===== config.mk =====
export PLATFORM = sky130hd
export DESIGN_NAME = flush_range_seq
export DESIGN_NICKNAME = d
export VERILOG_FILES = /design/src/rtl/fr_pkg.sv /design/src/rtl/fr_range.sv /design/src/rtl/fr_issue.sv /design/src/rtl/fr_outstanding.sv /design/src/rtl/flush_range_seq.sv
export SDC_FILE = /design/constraint.sdc
export NUM_CORES = 1
export LEC_CHECK = 0
export ABC_AREA = 0
export BUFFER_PORTS_ARGS = -buffer_cell sky130_fd_sc_hd__buf_4
export CORE_UTILIZATION = 50
export CTS_BUF_LIST = sky130_fd_sc_hd__clkbuf_8 sky130_fd_sc_hd__clkbuf_16
export CTS_CLUSTER_SIZE = 30
export DETAILED_ROUTE_END_ITERATION = 16
export PLACE_DENSITY = 0.71
export REMOVE_ABC_BUFFERS = 1
export SYNTH_ARGS = -nofsm -noshare
export SYNTH_HDL_FRONTEND = slang
export SYNTH_SLANG_ARGS = --single-unit
export TNS_END_PERCENT = 100

===== constraint.sdc =====
create_clock -name clk -period 9.1 [get_ports clk]
set_input_delay 0.91 -clock clk [delete_from_list [all_inputs] [get_ports clk]]
set_output_delay 0.91 -clock clk [all_outputs]
set_load 0.03 [all_outputs]

===== src/rtl/fr_pkg.sv =====
// Shared types for the range flush sequencer.
// Assumes: nothing beyond a two-state operation.
package fr_pkg;
    typedef enum logic {
        FR_IDLE = 1'b0,
        FR_RUN  = 1'b1
    } fr_state_e;
endpackage


===== src/rtl/fr_range.sv =====
// Converts a byte address and byte length into a first block index and an
// exclusive end block index, rounding the range outward to block borders.
// Assumes: BLK_BYTES is a power of two; EW = ADDR_W - log2(BLK_BYTES) + 2 so
// the end index never wraps, even at the top of the address space.
module fr_range #(
    parameter int ADDR_W    = 32,
    parameter int BLK_BYTES = 64,
    parameter int EW        = 28
) (
    input  logic [ADDR_W-1:0] base_i,
    input  logic [ADDR_W-1:0] len_i,
    output logic [EW-1:0]     first_o,
    output logic [EW-1:0]     end_o,
    output logic              nonempty_o
);
    localparam int SH    = $clog2(BLK_BYTES);
    localparam int SUM_W = ADDR_W + 2;

    logic [SUM_W-1:0] round_sum;

    // Round-up sum of address, length and one block minus a byte.
    always_comb begin
        round_sum  = {2'b00, base_i} + {2'b00, len_i} + SUM_W'(BLK_BYTES - 1);
        end_o      = EW'(round_sum >> SH);
        first_o    = EW'({2'b00, base_i} >> SH);
        nonempty_o = end_o > first_o;
    end
endmodule


===== src/rtl/fr_issue.sv =====
// Walks the block index from the first to the end index, one per accepted
// request. Valid is withheld while the outstanding counter is full.
// Assumes: load_i only pulses while no walk is running.
module fr_issue #(
    parameter int EW    = 28,
    parameter int IDX_W = 26
) (
    input  logic             clk,
    input  logic             rst_n,
    input  logic             load_i,
    input  logic [EW-1:0]    first_i,
    input  logic [EW-1:0]    end_i,
    input  logic             nonempty_i,
    input  logic             hold_i,
    input  logic             ready_i,
    output logic             valid_o,
    output logic [IDX_W-1:0] idx_o,
    output logic             active_o,
    output logic             hs_o
);
    logic          active_q;
    logic [EW-1:0] cur_q;
    logic [EW-1:0] end_q;
    logic [EW-1:0] cur_nx;

    // Offer, handshake and next index.
    always_comb begin
        valid_o = active_q && !hold_i;
        hs_o    = valid_o && ready_i;
        cur_nx  = cur_q + 1'b1;
        idx_o   = cur_q[IDX_W-1:0];
        active_o = active_q;
    end

    // Index register: load on start, step on each handshake.
    always_ff @(posedge clk) begin
        if (!rst_n) begin
            active_q <= 1'b0;
            cur_q    <= '0;
            end_q    <= '0;
        end else if (load_i) begin
            active_q <= nonempty_i;
            cur_q    <= first_i;
            end_q    <= end_i;
        end else if (hs_o) begin
            cur_q <= cur_nx;
            if (cur_nx >= end_q) begin
                active_q <= 1'b0;
            end
        end
    end
endmodule


===== src/rtl/fr_outstanding.sv =====
// Counts snoop requests whose responses have not yet come back.
// Assumes: inc_i never pulses while full_o is high (the issuer holds off).
// A response with nothing outstanding and no issue alongside it is dropped.
module fr_outstanding #(
    parameter int CNT_W = 4
) (
    input  logic             clk,
    input  logic             rst_n,
    input  logic             inc_i,
    input  logic             dec_i,
    output logic [CNT_W-1:0] cnt_o,
    output logic             full_o,
    output logic             zero_o
);
    localparam logic [CNT_W-1:0] CNT_MAX = {CNT_W{1'b1}};

    logic [CNT_W-1:0] cnt_q;
    logic             dec_ok;

    // Status flags and the guarded decrement.
    always_comb begin
        dec_ok = dec_i && ((cnt_q != '0) || inc_i);
        full_o = cnt_q == CNT_MAX;
        zero_o = cnt_q == '0;
        cnt_o  = cnt_q;
    end

    // Count update: an issue and a response together cancel.
    always_ff @(posedge clk) begin
        if (!rst_n) begin
            cnt_q <= '0;
        end else begin
            unique case ({inc_i, dec_ok})
                2'b10:   cnt_q <= cnt_q + 1'b1;
                2'b01:   cnt_q <= cnt_q - 1'b1;
                default: cnt_q <= cnt_q;
            endcase
        end
    end
endmodule


===== src/rtl/flush_range_seq.sv =====
// Range cache-flush snoop sequencer. A start pulse with a byte address and a
// byte length issues one snoop request per overlapped block and completes
// once all are issued and all responses are back.
// Assumes: the start inputs are valid in the start cycle only; starts are
// ignored while running.
module flush_range_seq #(
    parameter int ADDR_W    = 32,
    parameter int BLK_BYTES = 64,
    parameter int CNT_W     = 4,
    localparam int IDX_W    = ADDR_W - $clog2(BLK_BYTES)
) (
    input  logic              clk,
    input  logic              rst_n,
    input  logic              start_i,
    input  logic [ADDR_W-1:0] base_i,
    input  logic [ADDR_W-1:0] len_i,
    input  logic              snp_req_ready_i,
    output logic              snp_req_valid_o,
    output logic [IDX_W-1:0]  snp_req_idx_o,
    input  logic              snp_rsp_valid_i,
    output logic              snp_rsp_ready_o,
    output logic              done_o
);
    import fr_pkg::*;

    localparam int EW = IDX_W + 2;

    fr_state_e        state_q;
    logic             load;
    logic             rsp_take;
    logic [EW-1:0]    first_idx;
    logic [EW-1:0]    end_idx;
    logic             nonempty;
    logic             issuing;
    logic             req_hs;
    logic [CNT_W-1:0] out_cnt;
    logic             out_full;
    logic             out_zero;

    fr_range #(.ADDR_W(ADDR_W), .BLK_BYTES(BLK_BYTES), .EW(EW)) u_range (
        .base_i     (base_i),
        .len_i      (len_i),
        .first_o    (first_idx),
        .end_o      (end_idx),
        .nonempty_o (nonempty)
    );

    fr_issue #(.EW(EW), .IDX_W(IDX_W)) u_issue (
        .clk        (clk),
        .rst_n      (rst_n),
        .load_i     (load),
        .first_i    (first_idx),
        .end_i      (end_idx),
        .nonempty_i (nonempty),
        .hold_i     (out_full),
        .ready_i    (snp_req_ready_i),
        .valid_o    (snp_req_valid_o),
        .idx_o      (snp_req_idx_o),
        .active_o   (issuing),
        .hs_o       (req_hs)
    );

    fr_outstanding #(.CNT_W(CNT_W)) u_out (
        .clk    (clk),
        .rst_n  (rst_n),
        .inc_i  (req_hs),
        .dec_i  (rsp_take),
        .cnt_o  (out_cnt),
        .full_o (out_full),
        .zero_o (out_zero)
    );

    // Start acceptance, response acceptance and completion.
    always_comb begin
        load            = start_i && (state_q == FR_IDLE);
        snp_rsp_ready_o = state_q == FR_RUN;
        rsp_take        = snp_rsp_valid_i && snp_rsp_ready_o;
        done_o          = (state_q == FR_RUN) && !issuing && out_zero;
    end

    // Operation state: idle until started, running until done.
    always_ff @(posedge clk) begin
        if (!rst_n) begin
            state_q <= FR_IDLE;
        end else if (load) begin
            state_q <= FR_RUN;
        end else if (done_o) begin
            state_q <= FR_IDLE;
        end
    end
endmodule


## Word level (Yosys, flattened, before mapping)

Cells that the tools add are included.

- Output and inout port bits: 29
- Input bits: 69
- Logic and storage cells: 44
- Register bits after elaboration: 62

- Mux-type cells: 8
- Add/sub/neg operators: 5
- Equality and inequality tests: 3
- Order comparisons: 2
- Reduce and logical (&&, ||, !) cells: 18
- Bitwise operators: 2

Operators with widths:

| cell | count |
|---|---|
| 26-bit 2-to-1 mux | 2 |
| 34-bit by 6-bit adder with 34-bit output (second input constant) | 1 |
| 32-bit by 32-bit adder with 33-bit output | 1 |
| 28-bit by 1-bit adder with 28-bit output (second input constant) | 1 |
| 28-bit >= comparator | 1 |
| 28-bit by 26-bit > comparator with 1-bit output | 1 |
| 4-bit one-hot mux with 2 select lines | 1 |
| 2-bit nonzero test | 4 |
| 1-bit logical AND | 7 |
| 1-bit 2-to-1 mux | 5 |
| 4-bit by 1-bit adder with 4-bit output (second input constant) | 1 |
| 4-bit equality test (second input constant) | 1 |
| 4-bit zero test | 1 |
| 4-bit nonzero test | 1 |
| 4-bit by 1-bit subtractor with 4-bit output (second input constant) | 1 |
| 2-bit by 1-bit equality test with 1-bit output (second input constant) | 1 |
| 2-bit equality test (second input constant) | 1 |
| 1-bit zero test | 2 |
| 1-bit inverter | 2 |
| 2-bit AND reduction | 1 |
| 2-bit OR reduction | 1 |
| 1-bit logical OR | 1 |

## Logic depth before layout (Yosys ltp)

Gate-level depths: netlist of the first run.

- Depth in word-level cells: 8
- Mapped depth: 24
- Gate-level depth less buffers: 23

## By module

From an unflattened synthesis of the first run, not the netlist that was laid out.

- Cells, all modules: 888
- Area, all modules: 7183.1 sq um

Modules (own cells, without submodules):

| module | area an instance (sq um) | seq. area each (sq um) | cells an instance | times used |
|---|---|---|---|---|
| fr_issue | 3967.6 | 1141.1 | 471 | 1 |
| fr_range | 2874.0 | 0.0 | 378 | 1 |
| fr_outstanding | 287.8 | 80.1 | 33 | 1 |
| flush_range_seq | 53.8 | 20.0 | 6 | 1 |

## Least setup slack after synthesis of the first run

Ideal clock, no wire load.

- Kind: input port to flip-flop
- Start: input port base_i[0]
- End: register u_issue.active_q (netlist: u_issue.active_o)
- Setup time: 0.118 ns
- Path buffers: 1
- Stages on the path: 24
- Data required time: 8.982 ns
- Arrival time: 5.416 ns
- Setup slack: 3.566 ns
- Cell sequence: ha_1 > inv_1 > fa_1 > and2b_1 > nor3_1 > o311ai_1 > a311oi_1 > or4_1 > buf_2 > nor4_4 > nand4_1 > nor4_1 > xor2_1 > ha_1 > a21o_1 > a21oi_1 > nor2b_1 > o211ai_1 > a31oi_1 > a211oi_1 > o21ai_0 > a211oi_1 > o21a_1 > a21oi_1

- Cells in the longest elaborated chain, start to end: 4

Ends and longest elaborated chain:

| item | RTL line | RTL |
|---|---|---|
| start: declaration | flush_range_seq.sv:15 | `input logic [ADDR_W-1:0] base_i,` |
| 32-bit by 32-bit adder with 33-bit output | fr_range.sv:23 | `round_sum = {2'b00, base_i} + {2'b00, len_i} + SUM_W'(BLK_BYTES - 1);` |
| 34-bit by 6-bit adder with 34-bit output | fr_range.sv:23 |  |
| via end_idx[13] | flush_range_seq.sv:32 | `logic [EW-1:0] end_idx;` |
| 28-bit by 26-bit > comparator with 1-bit output | fr_range.sv:26 | `nonempty_o = end_o > first_o;` |
| 1-bit 2-to-1 mux | fr_issue.sv:41 | `end else if (load_i) begin` |
| end signal: assignment | fr_issue.sv:42 | `active_q <= nonempty_i;` |
| end: declaration | fr_issue.sv:21 | `logic active_q;` |

The timed path passes the listed nets, and every way through them passes these cells.
A chain may end at the register's enable or synchronous reset.

## Worst setup path after layout of the first run

Ends and elaborated chain as after synthesis.

==> impl_results.md, run 1 <==
* Critical-path cell list: buf_4 -> ha_1 -> inv_1 -> fa_1 -> and2b_1 -> nor3_1 -> o311ai_1 -> a311oi_1 -> or4_1 -> nor4_4 -> nand4_1 -> nor4_1 -> xor2_1 -> ha_1 -> a21o_1 -> a21oi_1 -> nor2b_1 -> o211ai_1 -> a31oi_1 -> a211oi_1 -> o21ai_0 -> a211oi_1 -> o21a_1 -> a21oi_1
* Iter 0 DRT Violations at between 400 and 500
* Syn-to-layout area delta at 12.46%
* Clk sinks at 62
* # Max-Cap Violations at 0
* Worst IR Drop VDD at 80.39 uV
* Pin count of the biggest net entering global routing at 99
* Post-Synthesis Cells at 982
* Sw Share at roughly two fifths
* Routed len/inst at 15.98 um
* Port Buffer Count at 97
* Final setup margin at 3.379 ns
* Synthesized flop and latch total at 62
* Slew headroom at 37.19%
* Synth Flop Type: dfxtp_1
* Crit path max fanout at 5
* Die width at between 100 and 150 um
* Final nets at 1182
* Crit path max-delay cell type: or4_1
* Critical Path Start Type: primary input
* Total CTS buffers at 9
* Clock transition at the registers of the reported paths at ~0.050 ns
* Synth cell types at 74
* # IOs at 98
* Max Buffers Root-to-Sink at 2
* Die H at 123.8 um
* Vias in the first global route at 6332
* Via density at roughly 5.9
* Final-layout fill cell count at 1396
* First-pass GRT wire length at 31270 um
* Final WL at about 19000 um
* Sum Neg Setup Slack at 0 ns
* Worst hold path type: reg2reg
* Most common cell after layout, fill and taps aside: buf_4
* Core area at between 10000 and 15000 sq um
* Most frequent cells in the layout: buf_4, ha_1, nor2_1, nand2_1, inv_1
* Kind of cell adding the most delay to the critical path: simple AND/OR/NAND/NOR gates
* Max Fclk at around 170 MHz
* Ys Warns at 0
* Post-synth ARST share at 0%
* Final Hold Viols at 0
* Crit. End Element: register
* Sequential share of power at 26.4%
* PD cells at between 100 and 150 nW/um^2
* Comb pwr share at 44.5%
* Lkg Pwr at 3.704 nW
* EDFF count, synth at 0
* Sequential share of the synthesized area at around 17%
* Total GRT Usage at 26.02%
* Total global routing overflow at 0
* Starting density of the core at 51.19%
* Max Transition Viols Final at 0
* Routability-driven placement congestion ratio at ~0.94
* Mean post-synth cell area at roughly 7.5 sq um
* Die area at around 15000 sq um
* Fraction of layout cells with a size suffix above 1 at between 10% and 20%
* CP arrival at 5.94 ns
* Clk_skew at 0.006433 ns
* Final-report setup violation count at 0
* Clock power frac at 29.1%
* First drt pass iteration count at 5
* Cell Area, Synth at 7412 sq um
* P_int at around 0.77 mW
* CP max stage delay at roughly 0.7 ns
* Row cnt at 44
* Outcome: completed
* RSZ-0062 raised after global routing: no
* Setup Buffers After CTS at 0
* # hold bufs at CTS at 0
* WP data required at 9.32 ns
* Post_cts resized at 0
* Crit path kind: in2reg
* Post-DP HPWL at 15220 um
* Root Buffer: clkbuf_16
* Net Sw Power at 0.4774 mW
* Post-route minimum period at 5.721 ns
* CTS tree: built
* Buffers and inverters on the worst path at 2
* Slew of the pin with the lowest slew margin at around 0.94 ns
* CTS H-tree lvls at 3
* Antenna diodes at 0
* Final worst path period share at 62.87%
* Worst slack, placed at roughly 3.1 ns
* Post-detailed-route DRC marker count at 0
* DR vias at around 7.1k
* Antenna Violating Nets Remaining at 0
* Worst-Skew Late Latency at roughly 0.34 ns
* Initial antenna violation count at 0
-- state kept, by name (all words and copies together) (netlist names) --
register and cells:
snp_rsp_ready_o 1, u_out.cnt_o 4, u_issue.cur_q 28, u_issue.active_o 1
u_issue.end_q 28
-- stage by stage --
step	util [%]	power, mW	hold WS, ns	cell area [sq um]	std cells
after floorplan	-	0.7255	0.4319	7024	909
after global placement	55.39	0.8761	0.4421	8020	1194
after detailed placement	55.39	0.8825	0.4520	8020	1194
after CTS	57.57	1.248	0.4591	8335	1210
after global routing	57.57	1.333	0.4920	8335	1210
final	57.57	1.246	0.4557	8335	1210
-- cell usage after synthesis, types with 16 or more instances --
master | n | area share [%]
nand2_1 | 72 | 3.6
buf_4 | 26 | 2.6
nand4_1 | 24 | 2.0
a211oi_1 | 44 | 4.5
inv_1 | 70 | 3.5
nand3_1 | 28 | 1.9
nor3_1 | 18 | 1.2
o21ai_0 | 35 | 2.4
nor2_1 | 86 | 4.4
a21o_1 | 27 | 2.7
dfxtp_1 | 62 | 17
ha_1 | 90 | 15
o21a_1 | 16 | 1.6
and3_1 | 17 | 1.4
xor2_1 | 49 | 5.8
xnor2_1 | 39 | 4.6
a21oi_1 | 55 | 3.7
clkbuf_1 | 34 | 1.7
-- metal layers --
| layer | part of all wire (%) | global-route usage (%) | up-vias |
|---|---|---|---|
| met5 | 0 | 0 | - |
| met1 | 50 | 37.75 | 3254 |
| met4 | 1.2 | 7.154 | 0 |
| li1 | - | - | 3630 |
| met2 | 44 | 40.28 | 180 |
| met3 | 4.7 | 2.930 | 16 |
-- power by group through the flow --
stage	Combinational [mW]	Clock [mW]	Sequential [mW]
finish	0.555	0.362	0.329
global route	0.617	0.383	0.333
CTS	0.552	0.367	0.329
detailed placement	0.549	0	0.334
global placement	0.543	0	0.333
floorplan	0.376	0	0.350
-- logic make-up after synthesis --
| kind of cell | synth area share, % |
|---|---|
| AOI/OAI and AO/OA | 24.53 |
| muxes | 0.5571 |
| and+or+nand+nor | 23.21 |
| xor gates and xnor gates | 10.40 |
| adders and majority gates | 15.73 |
| DFF | 16.75 |
| buffers and inverters | 8.828 |
-- worst min-delay path: stages (launching register included) --
cell and delay, ns:
dfxtp_1 0.30, nand2_1 0.05, a21oi_1 0.05
-- path summary, 6_finish.rpt --
| kind | from | end | slack [ns] | depth (start not counted) |
|---|---|---|---|---|
| hold reg to reg | u_issue.end_q[17] | u_issue.end_q[17] | 0.46 | 2 |
| hold / removal | u_issue.end_q[17] | u_issue.end_q[17] | 0.46 | 2 |
| setup reg to reg | u_issue.cur_q[0] | u_issue.active_o | 4.66 | 17 |
| setup / recovery | base_i[0] | u_issue.active_o | 3.38 | 24 |
-- layout make-up --
class,count,area (sq um),area share (%)
repair buffers,101,758.2,9.096
inverters,71,266.5,3.197
clock buffers,9,225.2,2.702
flip-flops and latches,62,1241,14.89
clock inverters,7,90.09,1.081
multi-input cells,776,5524,66.27
well taps,184,230.2,2.762
Power figures use the tool's default switching activity.
==> run 2, diff against run 1 <==
--- a/config.mk
+++ b/config.mk
@@ -11,7 +11,7 @@
 export CTS_BUF_LIST = sky130_fd_sc_hd__clkbuf_8 sky130_fd_sc_hd__clkbuf_16
 export CTS_CLUSTER_SIZE = 30
 export DETAILED_ROUTE_END_ITERATION = 16
-export PLACE_DENSITY = 0.71
+export PLACE_DENSITY = 0.73
 export REMOVE_ABC_BUFFERS = 1
 export SYNTH_ARGS = -nofsm -noshare
 export SYNTH_HDL_FRONTEND = slang
==> constraint.sdc (replaced) <==
create_clock -name clk -period 4.95 [get_ports clk]
set_input_delay 0.495 -clock clk [delete_from_list [all_inputs] [get_ports clk]]
set_output_delay 0.495 -clock clk [all_outputs]
set_load 0.03 [all_outputs]
==> run 2 against run 1 <==
- global-route usage grew 1.2 points
- count of clock-buffer cells in the layout up 1
- critical path depth unchanged
- clock power grew 79%
- sequential power is 83% higher
- hold slack lost 0.0095 ns
- register-to-register slack lost 4.1 ns
- critical path type unchanged
- critical endpoint unchanged
- largest power group unchanged
- highest routed layer unchanged
==> impl_results.md, run 2 (synthesis gave the netlist of run 1 again) <==
* Finished Cell Area at 9175 sq um
* First-pass GRT wire length at around 33000 um
* Most frequent cells in the layout: buf_4, ha_1, nor2_1, nand2_1, inv_1
* Grt met3 use at 3.709%
* Antenna Violating Nets Remaining at 0
* Clock power frac at between 20% and 30%
* Port Buffer Count at 97
* Iter 0 DRT Violations at 474
* Starting density of the core at 51.19%
* Sw Share at between 30 and 40%
* Launch point of the worst path: len_i[0]
* Initial antenna violation count at 0
* Worst IR Drop VDD at ~150 uV
* CP arrival at approximately 5.0 ns
* Row cnt at 44
* Cells on worst reg2reg path at 18
* R2R setup slack at 0.60 ns
* Placed instance count at approximately 1.3k
* Final-report setup violation count at 0
* # hold bufs at CTS at 0
* Buffers and inverters on the worst path at 2
* Die area at between 15000 and 20000 sq um
* Kind of cell adding the most delay to the critical path: compound AO/OA/AOI/OAI gates
* # Max-Cap Violations at 0
* P_int at 1.507 mW
* Total global routing overflow at 0
* Routability-driven placement congestion ratio at 0.9124
* Clk_skew at 0.01068 ns
* Syn-to-layout area delta at 23.78%
* Max Fclk at 211.1 MHz
* Total CTS buffers at 9
* Final WL at slightly above 20000 um
* Outcome: completed
* Crit path max-delay cell type: or4_4
* Vias in the first global route at 6938
* Pin count of the biggest net entering global routing at between 90 and 100
* Routed len/inst at 15.65 um
* Fin cells at 1301
* DR vias at about 7.6k
* # IOs at 98
* Final Hold Viols at 0
* Most common cell after layout, fill and taps aside: buf_4
* Slew headroom at between 30% and 40%
* Worst-Skew Late Latency at 0.34 ns
* Final nets at between 1k and 1.5k
* Clk sinks at 62
* Antenna diodes at 0
* Net Sw Power at between 0.9 and 1 mW
* Worst hold path type: in2reg
* Max Transition Viols Final at 0
* Final worst path period share at 95.68%
* Critical Path Stages at 24
* Total power draw at 2.449 mW
* PD cells at 267.0 nW/um^2
* CTS H-tree lvls at 3
* CTS tree: built
* Clock transition at the registers of the reported paths at 0.06 ns
* Sum Neg Setup Slack at 0 ns
* CP endpoint: u_issue.active_o
* R2R Path End: u_issue.active_o
* Via density at 5.803
* Die H at 123.8 um
* Global routing's busiest layer: met2
* Critical-path cell list: buf_6 -> ha_4 -> inv_2 -> fa_2 -> and2b_2 -> and3_4 -> o311ai_4 -> a311oi_2 -> or4_4 -> nor4_4 -> nand4_1 -> nor4_2 -> xor2_1 -> ha_1 -> a21o_1 -> a21oi_2 -> nor2b_1 -> o211ai_1 -> a31oi_1 -> a211oi_1 -> o21ai_1 -> a211oi_2 -> o21a_1 -> a21oi_2
* Post-DP Area at about 8700 sq um
* Crit. End Element: register
* CP max stage delay at 0.54 ns
* RSZ-0062 raised after global routing: yes
* Comb pwr share at 49.0%
* Max Buffers Root-to-Sink at 2
* Root Buffer: clkbuf_16
* Crit path max fanout at 3
* Die width at 123.8 um
* Total GRT Usage at 27.23%
* First drt pass iteration count at 5
* Sequential share of power at 24.6%
* Critical Path Start Type: primary input
* RR Startpoint: u_issue.cur_q[0]
* Met2 global-route usage at 43.89%
* Post-route minimum period at 4.736 ns
* Post-DP HPWL at between 15000 and 20000 um
* Lkg Pwr at 4.155 nW
* Slew of the pin with the lowest slew margin at 1.012 ns
* Fraction of layout cells with a size suffix above 1 at between 20% and 30%
* Fin util at 63.37%
* Core area at 14480 sq um
* WP data required at 5.17 ns
* Post-detailed-route DRC marker count at 0
* CP most frequent cell: a21oi_2
* Crit path kind: in2reg
* GRT met1 Usage at 38.11%
run 2: what timing repair did:
item	4_1_cts	5_1_grt
resized for setup	2	31
endpoints found under the setup margin	1	1
pin swaps	0	21
hold endpoints to repair	0	0
setup buffers	0	2
run 2: cell type report:
class                   instances  area, sq um
multi-input cells             776         5680
fillers                      1274         5304
repair buffers                192         1449
flip-flops and latches         62         1241
inverters                      71        266.5
clock buffers                  10        239.0
well taps                     184        230.2
clock inverters                 6        68.82
run 2: worst min path at each step:
stage	startpoint	endpoint	slack, ns	cells past startpoint
5_1_grt	start_i	snp_rsp_ready_o	0.48	3
6_report	start_i	snp_rsp_ready_o	0.45	3
2_1_floorplan	u_issue.end_q[27]	u_issue.end_q[27]	0.43	2
3_3_place_gp	u_issue.end_q[17]	u_issue.end_q[17]	0.44	2
3_5_place_dp	u_issue.end_q[17]	u_issue.end_q[17]	0.45	2
4_1_cts	start_i	snp_rsp_ready_o	0.45	3
run 2: metrics by stage:
| step | setup slack, ns | hold slack [ns] |
|---|---|---|
| finish | 0.2139 | 0.4462 |
| global route | -0.01461 | 0.4763 |
| CTS | 0.003426 | 0.4535 |
| detailed placement | -0.4820 | 0.4503 |
| global placement | -0.2439 | 0.4447 |
| floorplan | -0.1948 | 0.4319 |
run 2: tightest hold or removal path, cell delays in order:
cell,delay [ns]
buf_4,0.10
o21ai_0,0.07
nor2_1,0.08
run 2: per-layer routing:
metal  vias to the layer above  share of wire (%)
li1                       3794                  -
met1                      3489                 48
met2                       240                 45
met3                        27                5.3
met4                         0                1.4
met5                         -                  0
run 2: power groups by stage:
stage	combinational, mW	sequential [mW]	clock [mW]
after floorplan	0.690	0.643	0
final	1.20	0.602	0.647
after global placement	1.13	0.609	0
after global routing	1.32	0.610	0.678
after CTS	1.16	0.601	0.655
after detailed placement	1.15	0.611	0
==> run 3, diff against run 2 <==
--- a/config.mk
+++ b/config.mk
@@ -12,7 +12,6 @@
 export CTS_CLUSTER_SIZE = 30
 export DETAILED_ROUTE_END_ITERATION = 16
 export PLACE_DENSITY = 0.73
-export REMOVE_ABC_BUFFERS = 1
 export SYNTH_ARGS = -nofsm -noshare
 export SYNTH_HDL_FRONTEND = slang
 export SYNTH_SLANG_ARGS = --single-unit
==> run 3 against run 2 <==
- final area down 2.2%
- non-clock buffer count down 19
- critical path type unchanged
- sequential power about the same
- maximum frequency about the same
- critical endpoint unchanged
- count of clock-buffer cells in the layout down 1
- routed wire length down 1.9%
- register-to-register slack about the same
- largest cell class unchanged
- clock power down 12%
- die area unchanged
- via count down 2.2%
==> impl_results.md, run 3 (synthesis gave the netlist of run 1 again) <==
* Outcome: completed
* Max Transition Viols Final at 0
* DR vias at roughly 7.4k
* Die H at between 100 and 150 um
* Final-report setup violation count at 0
* Slew headroom at 34.32%
* Die width at 123.8 um
* Core area at between 10000 and 15000 sq um
* # IOs at 98
* Slew of the pin with the lowest slew margin at 0.9852 ns
* Most frequent cells in the layout: buf_4, ha_1, nor2_1, nand2_1, inv_1
* First drt pass iteration count at 7
* CP arrival at between 4 and 5 ns
* Syn_nets at 1143
* Pin count of the biggest net entering global routing at 99
* Final-layout fill cell count at 1314
* # hold bufs at CTS at 0
* Placed instance count at 1262
* Final Hold Viols at 0
* Clock transition at the registers of the reported paths at 0.06 ns
* Max Fclk at around 210 MHz
* Post-route minimum period at 4.739 ns
* Cells on worst reg2reg path at 17
* Clk sinks at 62
* Worst hold path type: in2reg
* R2R Path End: u_issue.active_o
* Total global routing overflow at 0
* CTS H-tree lvls at 3
* Initial antenna violation count at 0
* Crit. End Element: register
* Lkg Pwr at between 4 and 5 nW
* Worst IR Drop VDD at 130.6 uV
* PD cells at ~260 nW/um^2
* Syn-to-layout area delta at 21.08%
* Port Buffer Count at 97
* R2R setup slack at approximately 0.59 ns
* Final hold slack at 0.4569 ns
* Iter 0 DRT Violations at 627
* Via density at 5.761
* First-pass GRT wire length at 32320 um
* Total GRT Usage at 26.76%
* Worst slack, placed at -0.1797 ns
* RR Startpoint: u_issue.cur_q[0]
* Post-DP Area at 8558 sq um
* Finished Cell Area at 8975 sq um
* Vias in the first global route at 6741
* Post-detailed-route DRC marker count at 0
* CP endpoint: u_issue.active_o
* Antenna diodes at 0
* Routed len/inst at 15.58 um
* Sum Neg Setup Slack at 0 ns
* Hold path depth at 3
* WP data required at 5.18 ns
* Crit path kind: in2reg
* Starting density of the core at 51.19%
* # Max-Cap Violations at 0
* Total CTS buffers at 9
* Row cnt at 44
* Die area at 15320 sq um
* Most common cell after layout, fill and taps aside: buf_4
* Max Buffers Root-to-Sink at 2
* Post-DP HPWL at approximately 16000 um
* Launch point of the worst path: len_i[0]
* Final WL at 19970 um
* Crit path max fanout at 3
* Final setup margin at 0.2110 ns
* Clk_skew at between 0.006 and 0.007 ns
* CTS tree: built
* Final nets at 1254
* Final worst path period share at 95.74%
* Critical Path Start Type: primary input
* Routability-driven placement congestion ratio at between 0.9 and 1
* Worst-Skew Late Latency at 0.34 ns
* Fin cells at 1282
* Fraction of layout cells with a size suffix above 1 at 20.86%
* RSZ-0062 raised after global routing: yes
* Root Buffer: clkbuf_16
* Antenna Violating Nets Remaining at 0
==> run 3: repair_timing <==
action,in CTS,in global routing
gates resized for setup,0,23
setup buffers,0,4
setup endpoints to repair,0,1
==> run 3: worst max-delay path: stages <==
cell      delay [ns]
buf_6           0.07
ha_4            0.12
inv_2           0.03
fa_2            0.34
and2b_2         0.27
nor3_2          0.06
o311ai_2        0.30
a311oi_2        0.16
or4_4           0.53
nor4_4          0.18
nand4_1         0.17
nor4_2          0.30
xor2_1          0.23
ha_1            0.29
a21o_1          0.21
a21oi_2         0.14
nor2b_1         0.06
o211ai_1        0.16
a31oi_1         0.10
a211oi_1        0.22
o21ai_1         0.08
a211oi_1        0.23
o21a_1          0.15
a21oi_1         0.06
==> run 3: layout make-up <==
cell class              instances  area (sq um)  area share, %
clock buffers                   9         225.2          2.509
clock inverters                 7         50.05         0.5576
inverters                      71         266.5          2.969
multi-input cells             776          5652          62.97
flip-flops and latches         62          1241          13.83
well taps                     184         230.2          2.565
repair buffers                173          1310          14.60
==> run 3: worst min-delay path by stage <==
stage	to	from	slack [ns]
floorplan	u_issue.end_q[27]	u_issue.end_q[27]	0.43
global placement	u_issue.end_q[27]	u_issue.end_q[27]	0.44
detailed placement	u_issue.end_q[17]	u_issue.end_q[17]	0.45
CTS	u_issue.end_q[17]	u_issue.end_q[17]	0.46
global route	u_issue.end_q[17]	u_issue.end_q[17]	0.48
finish	snp_rsp_ready_o	start_i	0.46
==> run 3: routing by layer <==
metal | track usage, % | part of all wire, % | up-vias
met5 | 0 | 0 | -
met1 | 39.02 | 49 | 3376
li1 | - | - | 3779
met3 | 2.610 | 5.2 | 33
met2 | 41.22 | 43 | 198
met4 | 7.982 | 1.9 | 0
==> run 3: report_power, final <==
group	total, mW	leakage, nW	internal, mW	switching [mW]
sequential	0.603	0.512	0.552	0.0519
combinational	1.15	3.40	0.520	0.633
clock	0.571	0.128	0.338	0.233
==> run 3: stage by stage <==
step / utilization [%] / power (mW)
finish: 61.99 / 2.327
global route: 61.99 / 2.489
CTS: 61.01 / 2.302
detailed placement: 59.11 / 1.727
global placement: 59.11 / 1.709
floorplan: - / 1.378
